**config.mk**
```make
export PLATFORM = sky130hd
export DESIGN_NAME = seg_xlat
export DESIGN_NICKNAME = d
export VERILOG_FILES = /design/src/rtl/seg_xlat_pkg.sv /design/src/rtl/seg_desc_table.sv /design/src/rtl/seg_limit_check.sv /design/src/rtl/seg_xlat.sv
export SDC_FILE = /design/constraint.sdc
export NUM_CORES = 1
export LEC_CHECK = 0
export CAP_MARGIN = 25
export CORE_UTILIZATION = 62
export DETAILED_ROUTE_END_ITERATION = 12
export PLACE_DENSITY = 0.93
export SLEW_MARGIN = 20
export SYNTH_ARGS = -nofsm -noshare
export SYNTH_HDL_FRONTEND = slang
export SYNTH_SLANG_ARGS = --single-unit
export TNS_END_PERCENT = 50
```
**constraint.sdc**
```tcl
create_clock -name clk_i -period 3.8 [get_ports clk_i]
set_input_delay 0.76 -clock clk_i [delete_from_list [all_inputs] [get_ports clk_i]]
set_output_delay 0.76 -clock clk_i [all_outputs]
set_load 0.005 [all_outputs]
```
**src/rtl/seg_xlat_pkg.sv**
```systemverilog
package seg_xlat_pkg;
  typedef enum logic [1:0] {
    FLT_NONE     = 2'd0,
    FLT_UNLOADED = 2'd1,
    FLT_BOUND    = 2'd2
  } flt_cause_e;
endpackage

```
**src/rtl/seg_desc_table.sv**
```systemverilog
module seg_desc_table #(
  parameter int SEG_COUNT = 4,
  parameter int SEL_W     = 2,
  parameter int PA_W      = 20,
  parameter int SZ_W      = 17
) (
  input  logic             clk_i,
  input  logic             rst_ni,
  input  logic             we_i,
  input  logic [SEL_W-1:0] wsel_i,
  input  logic [PA_W-1:0]  wbase_i,
  input  logic [SZ_W-1:0]  wsize_i,
  input  logic             wload_i,
  input  logic [SEL_W-1:0] rsel_i,
  output logic [PA_W-1:0]  rbase_o,
  output logic [SZ_W-1:0]  rsize_o,
  output logic             rloaded_o
);
  localparam int SLOTS = 1 << SEL_W;

  logic [PA_W-1:0] base_q   [SLOTS];
  logic [SZ_W-1:0] size_q   [SLOTS];
  logic            loaded_q [SLOTS];

  for (genvar g = 0; g < SLOTS; g++) begin : g_slot
    if (g < SEG_COUNT) begin : g_real
      always_ff @(posedge clk_i or negedge rst_ni) begin
        if (!rst_ni) begin
          base_q[g]   <= '0;
          size_q[g]   <= '0;
          loaded_q[g] <= 1'b0;
        end else if (we_i && wsel_i == SEL_W'(g)) begin
          base_q[g]   <= wbase_i;
          size_q[g]   <= wsize_i;
          loaded_q[g] <= wload_i;
        end
      end
    end else begin : g_absent
      // selectors past SEG_COUNT read as unloaded
      assign base_q[g]   = '0;
      assign size_q[g]   = '0;
      assign loaded_q[g] = 1'b0;
    end
  end

  assign rbase_o   = base_q[rsel_i];
  assign rsize_o   = size_q[rsel_i];
  assign rloaded_o = loaded_q[rsel_i];
endmodule

```
**src/rtl/seg_limit_check.sv**
```systemverilog
module seg_limit_check
  import seg_xlat_pkg::*;
#(
  parameter int OFF_W = 16,
  parameter int PA_W  = 20,
  parameter int SZ_W  = OFF_W + 1
) (
  input  logic [OFF_W-1:0] off_i,
  input  logic [PA_W-1:0]  base_i,
  input  logic [SZ_W-1:0]  size_i,
  input  logic             loaded_i,
  output logic [PA_W-1:0]  sum_o,
  output flt_cause_e       cause_o
);
  // bound checked on the offset, so carry out of the adder cannot mask a violation
  assign sum_o = base_i + PA_W'(off_i);

  always_comb begin
    if (!loaded_i)                        cause_o = FLT_UNLOADED;
    else if (SZ_W'(off_i) >= size_i)      cause_o = FLT_BOUND;
    else                                  cause_o = FLT_NONE;
  end
endmodule

```
**src/rtl/seg_xlat.sv**
```systemverilog
module seg_xlat
  import seg_xlat_pkg::*;
#(
  parameter int SEG_COUNT = 4,
  parameter int OFF_W     = 16,
  parameter int PA_W      = 20,
  localparam int SEL_W    = (SEG_COUNT > 1) ? $clog2(SEG_COUNT) : 1,
  localparam int SZ_W     = OFF_W + 1
) (
  input  logic             clk_i,
  input  logic             rst_ni,
  input  logic             cfg_we_i,
  input  logic [SEL_W-1:0] cfg_sel_i,
  input  logic [PA_W-1:0]  cfg_base_i,
  input  logic [SZ_W-1:0]  cfg_size_i,
  input  logic             cfg_load_i,
  input  logic             req_i,
  input  logic [SEL_W-1:0] sel_i,
  input  logic [OFF_W-1:0] off_i,
  output logic             rsp_valid_o,
  output logic [PA_W-1:0]  paddr_o,
  output logic             mem_req_o,
  output logic             fault_o,
  output logic [1:0]       fault_cause_o
);
  logic [PA_W-1:0] sel_base;
  logic [SZ_W-1:0] sel_size;
  logic            sel_loaded;
  logic [PA_W-1:0] sum;
  flt_cause_e      cause;

  seg_desc_table #(
    .SEG_COUNT(SEG_COUNT), .SEL_W(SEL_W), .PA_W(PA_W), .SZ_W(SZ_W)
  ) i_table (
    .clk_i, .rst_ni,
    .we_i(cfg_we_i), .wsel_i(cfg_sel_i), .wbase_i(cfg_base_i),
    .wsize_i(cfg_size_i), .wload_i(cfg_load_i),
    .rsel_i(sel_i), .rbase_o(sel_base), .rsize_o(sel_size), .rloaded_o(sel_loaded)
  );

  seg_limit_check #(.OFF_W(OFF_W), .PA_W(PA_W), .SZ_W(SZ_W)) i_check (
    .off_i, .base_i(sel_base), .size_i(sel_size), .loaded_i(sel_loaded),
    .sum_o(sum), .cause_o(cause)
  );

  logic            rsp_valid_q, mem_req_q, fault_q;
  logic [PA_W-1:0] paddr_q;
  flt_cause_e      cause_q;

  always_ff @(posedge clk_i or negedge rst_ni) begin
    if (!rst_ni) begin
      rsp_valid_q <= 1'b0;
      mem_req_q   <= 1'b0;
      fault_q     <= 1'b0;
      paddr_q     <= '0;
      cause_q     <= FLT_NONE;
    end else begin
      rsp_valid_q <= req_i;
      mem_req_q   <= req_i && (cause == FLT_NONE);
      fault_q     <= req_i && (cause != FLT_NONE);
      paddr_q     <= (req_i && cause == FLT_NONE) ? sum : '0;
      cause_q     <= req_i ? cause : FLT_NONE;
    end
  end

  assign rsp_valid_o   = rsp_valid_q;
  assign mem_req_o     = mem_req_q;
  assign fault_o       = fault_q;
  assign paddr_o       = paddr_q;
  assign fault_cause_o = cause_q;

  AST_RSP_AFTER_REQ: assert property (@(posedge clk_i) disable iff (!rst_ni)
    req_i |=> rsp_valid_o) else $error("rsp missing");
  AST_NO_SPURIOUS_RSP: assert property (@(posedge clk_i) disable iff (!rst_ni)
    !req_i |=> !rsp_valid_o) else $error("spurious rsp");
  AST_STROBE_XOR_FAULT: assert property (@(posedge clk_i) disable iff (!rst_ni)
    rsp_valid_o |-> (mem_req_o ^ fault_o)) else $error("strobe/fault clash");
  AST_IDLE_QUIET: assert property (@(posedge clk_i) disable iff (!rst_ni)
    !rsp_valid_o |-> (!mem_req_o && !fault_o && paddr_o == '0)) else $error("idle not quiet");
  AST_PADDR_SUM: assert property (@(posedge clk_i) disable iff (!rst_ni)
    req_i && sel_loaded && (SZ_W'(off_i) < sel_size) |=>
      (mem_req_o && paddr_o == PA_W'($past(sel_base) + PA_W'($past(off_i)))))
    else $error("bad paddr");
  AST_BOUND_FAULT: assert property (@(posedge clk_i) disable iff (!rst_ni)
    req_i && sel_loaded && (SZ_W'(off_i) >= sel_size) |=>
      (fault_o && !mem_req_o && fault_cause_o == 2'd2)) else $error("bound not caught");
  AST_UNLOADED_FAULT: assert property (@(posedge clk_i) disable iff (!rst_ni)
    req_i && !sel_loaded |=> (fault_o && fault_cause_o == 2'd1)) else $error("unloaded not caught");
endmodule

```
# Word level (Yosys, flattened, before mapping)
# Cells that the tools add are included.
[totals]
reg_bits = 177
in_bits = 62
output_inout_bits = 25
wordCells = 46
[classes]
addsub = 1
order_cmp = 2
n_eq_ne = 3
mux = 13
bitwise = 1
n_reduce_logical = 9
[ops]
columns = ["cell", "n"]
rows = [
  ["20-bit 2-to-1 mux", 3],
  ["20-bit binary-select mux with 2-bit select", 1],
  ["17-bit binary-select mux with 2-bit select", 1],
  ["17-bit 2-to-1 mux", 2],
  ["20-bit by 16-bit adder with 20-bit output", 1],
  ["16-bit by 17-bit >= comparator with 1-bit output", 1],
  ["1-bit logical AND", 6],
  ["2-bit 2-to-1 mux", 3],
  ["2-bit equality test, second input constant", 2],
  ["2-bit zero test", 2],
  ["3-bit >= comparator, second input constant", 1],
  ["2-bit NOT with 3-bit output", 1],
  ["1-bit binary-select mux with 2-bit select", 1],
  ["2-bit by 1-bit equality test with 1-bit output, second input constant", 1],
  ["1-bit 2-to-1 mux", 2],
  ["2-bit nonzero test", 1],
]

# Depth between registers and ports, before layout
[logic_depth]
depth_word = 10
ltp_mapped = 13
mapped_depth_nobuf = 11

# Cells and area by module
# From an unflattened synthesis, not the netlist that was laid out.
[unflattened]
hier_cells = 588
area_unflattened_um2 = 9016.1
[modules_own_cells]
columns = ["module", "instances", "cells_each", "area_per_inst_um2", "seq_area_each_um2"]
rows = [
  ["seg_desc_table", 1, 370, 6840.3, 3803.6],
  ["seg_limit_check", 1, 163, 1224.9, 0.0],
  ["seg_xlat", 1, 55, 950.9, 625.6],
]

# Worst setup path before layout
# Ideal clock, no wire load.
[synth_timing]
kind = "in2reg"
from = "input port sel_i[0]"
to = "register paddr_q[16] (netlist: paddr_o[16])"
setup_ns = 0.096
arrival_time_ns = 3.403
required_time_ns = 3.704
setup_slack_ns = 0.302
stages = 13
path_buffers = 3
cell_sequence = "buf_2 buf_2 mux4_2 inv_1 ha_1 a21o_1 a21oi_2 nor2b_1 o41ai_2 a31oi_1 nand3b_4 buf_6 nor4_2"
[synth_between]
elab_chain_cells = 10
elab_cells_between_ends = 17
cone_classes = "1 x add/sub; 1 x order compare; 12 x mux; 1 x bitwise; 2 x reduce/logical"
[synth_lines]
columns = ["element", "line", "source"]
rows = [
  ["start, declared", "seg_xlat.sv:18", "input logic [SEL_W-1:0] sel_i,"],
  ["2-bit NOT with 3-bit output (not written as such) (*)", "seg_desc_table.sv:46, seg_desc_table.sv:47, seg_desc_table.sv:48", ""],
  ["17-bit binary-select mux with 2-bit select", "seg_desc_table.sv:47", "assign rsize_o = size_q[rsel_i];"],
  ["17-bit 2-to-1 mux (not written as such) (2 in a row)", "seg_desc_table.sv:47", ""],
  ["16-bit by 17-bit >= comparator with 1-bit output", "seg_limit_check.sv:20", "else if (SZ_W'(off_i) >= size_i) cause_o = FLT_BOUND;"],
  ["2-bit 2-to-1 mux", "seg_limit_check.sv:20", ""],
  ["2-bit 2-to-1 mux", "seg_limit_check.sv:19", "if (!loaded_i) cause_o = FLT_UNLOADED;"],
  ["2-bit zero test", "seg_xlat.sv:61", "paddr_q <= (req_i && cause == FLT_NONE) ? sum : '0;"],
  ["1-bit logical AND", "seg_xlat.sv:61", ""],
  ["20-bit 2-to-1 mux (*)", "seg_xlat.sv:61", ""],
  ["end signal, assigned", "seg_xlat.sv:61", ""],
  ["end, declared", "seg_xlat.sv:47", "logic [PA_W-1:0] paddr_q;"],
]
# Every way passes the cells marked *; elsewhere a longest branch is shown, timed or not. The select of a mux whose other input is x is not followed.
# A chain may end at the register's enable or synchronous reset.

# Final worst setup path
[layout_timing]
from = "input port sel_i[0]"
to = "register paddr_q[13] (netlist: paddr_o[13])"
# The elaborated chain is that of the path after synthesis.

==> results.py <==
metrics = {
    "floorplanning": {
        "row_count": 42,
        "dieWidth_um": 119,
        "ios": 87,
        "die_y_um": 119,
        "die_area_mm2": 0.0142,
        "start_util": 0.640,
        "core_area_mm2": 0.0133,
    },
    "critical_path": {
        "worstSetupEndpointType": "flip-flop",
        "crit_path_start": "sel_i[0]",
        "worstPathRequired_ns": 4.15,
        "r2r_slack_ns": 0.92,
        "setup.worst_path.start_class": "input pin",
        "cp_max_fo": 24,
        "r2r_cells": 9,
        "critical_path_class": "input pin to flip-flop",
        "r2r-start": "i_table.base_q[21]",
        "cp.arrival_ns": 3.76,
        "rr_endpoint": "paddr_o[13]",
    },
    "detailed_routing": {
        "routedWlPerCell_um": 21.3,
        "drc_errors": 0,
        "drt_pre_antenna_iters": 4,
        "drt_iter0_drc": 391,
        "wl_mm": 18.6,
        "avgViaCountPerCell": 6.19,
        "ant_nets": 0,
        "top_layer": "met4",
        "wl_met3_um": 865,
        "wl_met2_mm": 9.57,
        "wl_met1_mm": 7.66,
        "via_count": 5408,
    },
    "clock_network": {
        "cts_resized": 0,
        "cts_made_buffers": 17,
        "insertion_delay_ns": 0.44,
        "postCtsSetupBuffers": 0,
        "cts_buffer_depth": 2,
        "holdBufCountCts": 0,
        "cts_tree": "done",
        "cts_root_buf": "clkbuf_16",
        "clkTransAtPathRegs_ns": 0.06,
        "htreeDepth": 4,
        "clkSinkCount": 177,
    },
    "synth": {
        "ys_warn_count": 0,
        "synth.top_cell.area_share": 0.520,
        "synth.largest_area_cell": "dfrtp_1",
        "synthCells": 597,
        "synthArstFlopShare": 1.00,
        "synth_edf_count": 0,
        "ys.flop_type": "dfrtp_1",
        "yosysSeqAreaShare": 0.520,
        "synth_commonest_cells": "177 x dfrtp_1, 152 x mux2_2, 38 x mux4_2",
        "ys_seq_elements": 177,
        "ys_top_cells_by_area": "dfrtp_1 52%, mux2_2 20%, mux4_2 10%",
        "yosysUniqueCellTypes": 44,
        "syn_nets": 692,
        "syn_avg_cell_area_um2": 14.3,
        "synth_most_common_cell": "dfrtp_1",
        "syn_area_mm2": 0.00851,
    },
    "min_path": {
        "hp-class": "input pin to asynchronous set/reset pin",
    },
    "sta": {
        "setup_viol": 0,
        "fin_worst_skew_ns": 0.00718,
        "hold_viol": 0,
        "relSlewSlack": 0.543,
        "fmax_mhz": 293,
        "rsz0062_at_grt": "no",
        "layout_min_cycle_time_ns": 3.42,
        "slew_viol_final": 0,
        "fin_crit_sh": 0.899,
        "finalSetupTns_ns": 0,
        "tightest_slew_ns": 0.685,
    },
    "global_route": {
        "grt_max_degree": 105,
        "grt_first_pass_wirelength_mm": 30.3,
        "grt_overflow": 0,
        "grt_pass1_vias": 5696,
        "antenna_found_initial": 0,
        "grt_usage": 0.289,
    },
    "layout": {
        "syn2layout_area_growth_pct": 19.6,
        "drive_gt1_frac": 0.347,
        "final_nets": 781,
        "diodes": 0,
        "final_cell_area_mm2": 0.0102,
    },
    "power": {
        "powerDensity_mw_per_mm2": 539,
        "power.leakage_nw": 4.40,
        "ir_worst_vdd_mv": 0.377,
    },
    "place": {
        "hpwl_mm": 12.4,
        "post_dp_cell_area_mm2": 0.00962,
        "port_buffers": 86,
        "gp_congestion": 0.881,
    },
    "job": {
        "cap_violations": 0,
    },
    "outcome": {
        "status": "complete, no violations",
    },
}
[sequential cells by signal (all words and copies together) (netlist names)]
name              cells
paddr_o              20
i_table.size_q       68
mem_req_o             1
fault_cause_o         2
fault_o               1
i_table.loaded_q      4
rsp_valid_o           1
i_table.base_q       80
[logic make-up (layout without fill, tap and decap cells)]
family | Yosys count | in the layout | share of synthesized area
mux | 190 | 190 | 0.302
flops | 177 | 177 | 0.520
simple gates | 68 | 68 | 0.0410
compound gates | 61 | 61 | 0.0470
buf+inv | 54 | 155 | 0.0263
fa+ha+maj | 33 | 33 | 0.0494
xor+xnor | 14 | 14 | 0.0144
[how the worst max path moves through the flow]
| stage | end | cells after the start |
|---|---|---|
| floorplan | paddr_o[16] | 13 |
| global placement | paddr_o[19] | 12 |
| detailed placement | paddr_o[16] | 14 |
| CTS | paddr_o[13] | 12 |
| global route | paddr_o[13] | 12 |
| finish | paddr_o[13] | 12 |
[per-stage QoR]
stage	util	instances	setup WS [ns]	power (mW)	hold slack [ns]
after floorplan	-	597	0.302	3.32	0.464
after global placement	0.724	843	0.269	3.71	0.482
after detailed placement	0.724	843	0.117	3.82	0.488
after CTS	0.766	874	0.414	5.50	0.353
after global routing	0.766	874	0.248	5.73	0.379
final	0.766	874	0.385	5.49	0.327
[cell usage in the layout (no fill, tap or decap), types with 3 or more instances in the layout]
| master | netlist | layout |
|---|---|---|
| a21oi_1 | 22 | 22 |
| nand2_1 | 15 | 15 |
| o21ai_0 | 7 | 7 |
| clkbuf_16 | 0 | 17 |
| clkinv_2 | 0 | 5 |
| ha_1 | 32 | 32 |
| nor2b_1 | 4 | 4 |
| dfrtp_1 | 177 | 177 |
| mux4_2 | 38 | 38 |
| clkdlybuf4s50_1 | 0 | 83 |
| buf_4 | 0 | 7 |
| xnor2_1 | 8 | 8 |
| xor2_1 | 6 | 6 |
| buf_12 | 0 | 5 |
| clkinvlp_4 | 0 | 4 |
| nand3_1 | 5 | 4 |
| o21a_1 | 5 | 5 |
| nor2_1 | 23 | 23 |
| a31oi_1 | 4 | 4 |
| nand4_1 | 3 | 3 |
| mux2_2 | 152 | 152 |
| a21o_1 | 8 | 8 |
| nor3_1 | 5 | 5 |
| inv_1 | 26 | 26 |
| o211ai_1 | 3 | 3 |
[power by group]
group | switching, mW | total [mW] | internal, mW
combinational | 0.640 | 1.41 | 0.767
sequential | 0.177 | 2.41 | 2.24
clock | 0.699 | 1.67 | 0.973
total | 1.52 | 5.49 | 3.98
[per-layer routing]
metal / GRT usage / vias to the layer above
met5: 0 / -
met4: 0.134 / 0
met3: 0.0613 / 47
met2: 0.480 / 188
met1: 0.365 / 2810
li1: - / 2363
[worst max-delay path, cell delays in order]
cell       delay [ns]
buf_2            0.10
buf_12           0.22
buf_4            0.23
mux4_2           0.54
ha_1             0.31
a21oi_1          0.10
nand4b_1         0.25
a2111oi_2        0.44
nor2_1           0.16
a31oi_1          0.33
nor3_1           0.11
nor3_1           0.19
[cell type report]
| type | count | area [um2] |
|---|---|---|
| clock buffers | 20 | 447 |
| well taps | 176 | 220 |
| fillers | 761 | 3110 |
| repair buffers | 98 | 1000 |
| multi-input cells | 366 | 3870 |
| clock inverters | 11 | 115 |
| flip-flops and latches | 177 | 4430 |
| inverters | 26 | 97.6 |
Note: power is estimated with default switching activity, not from simulation.
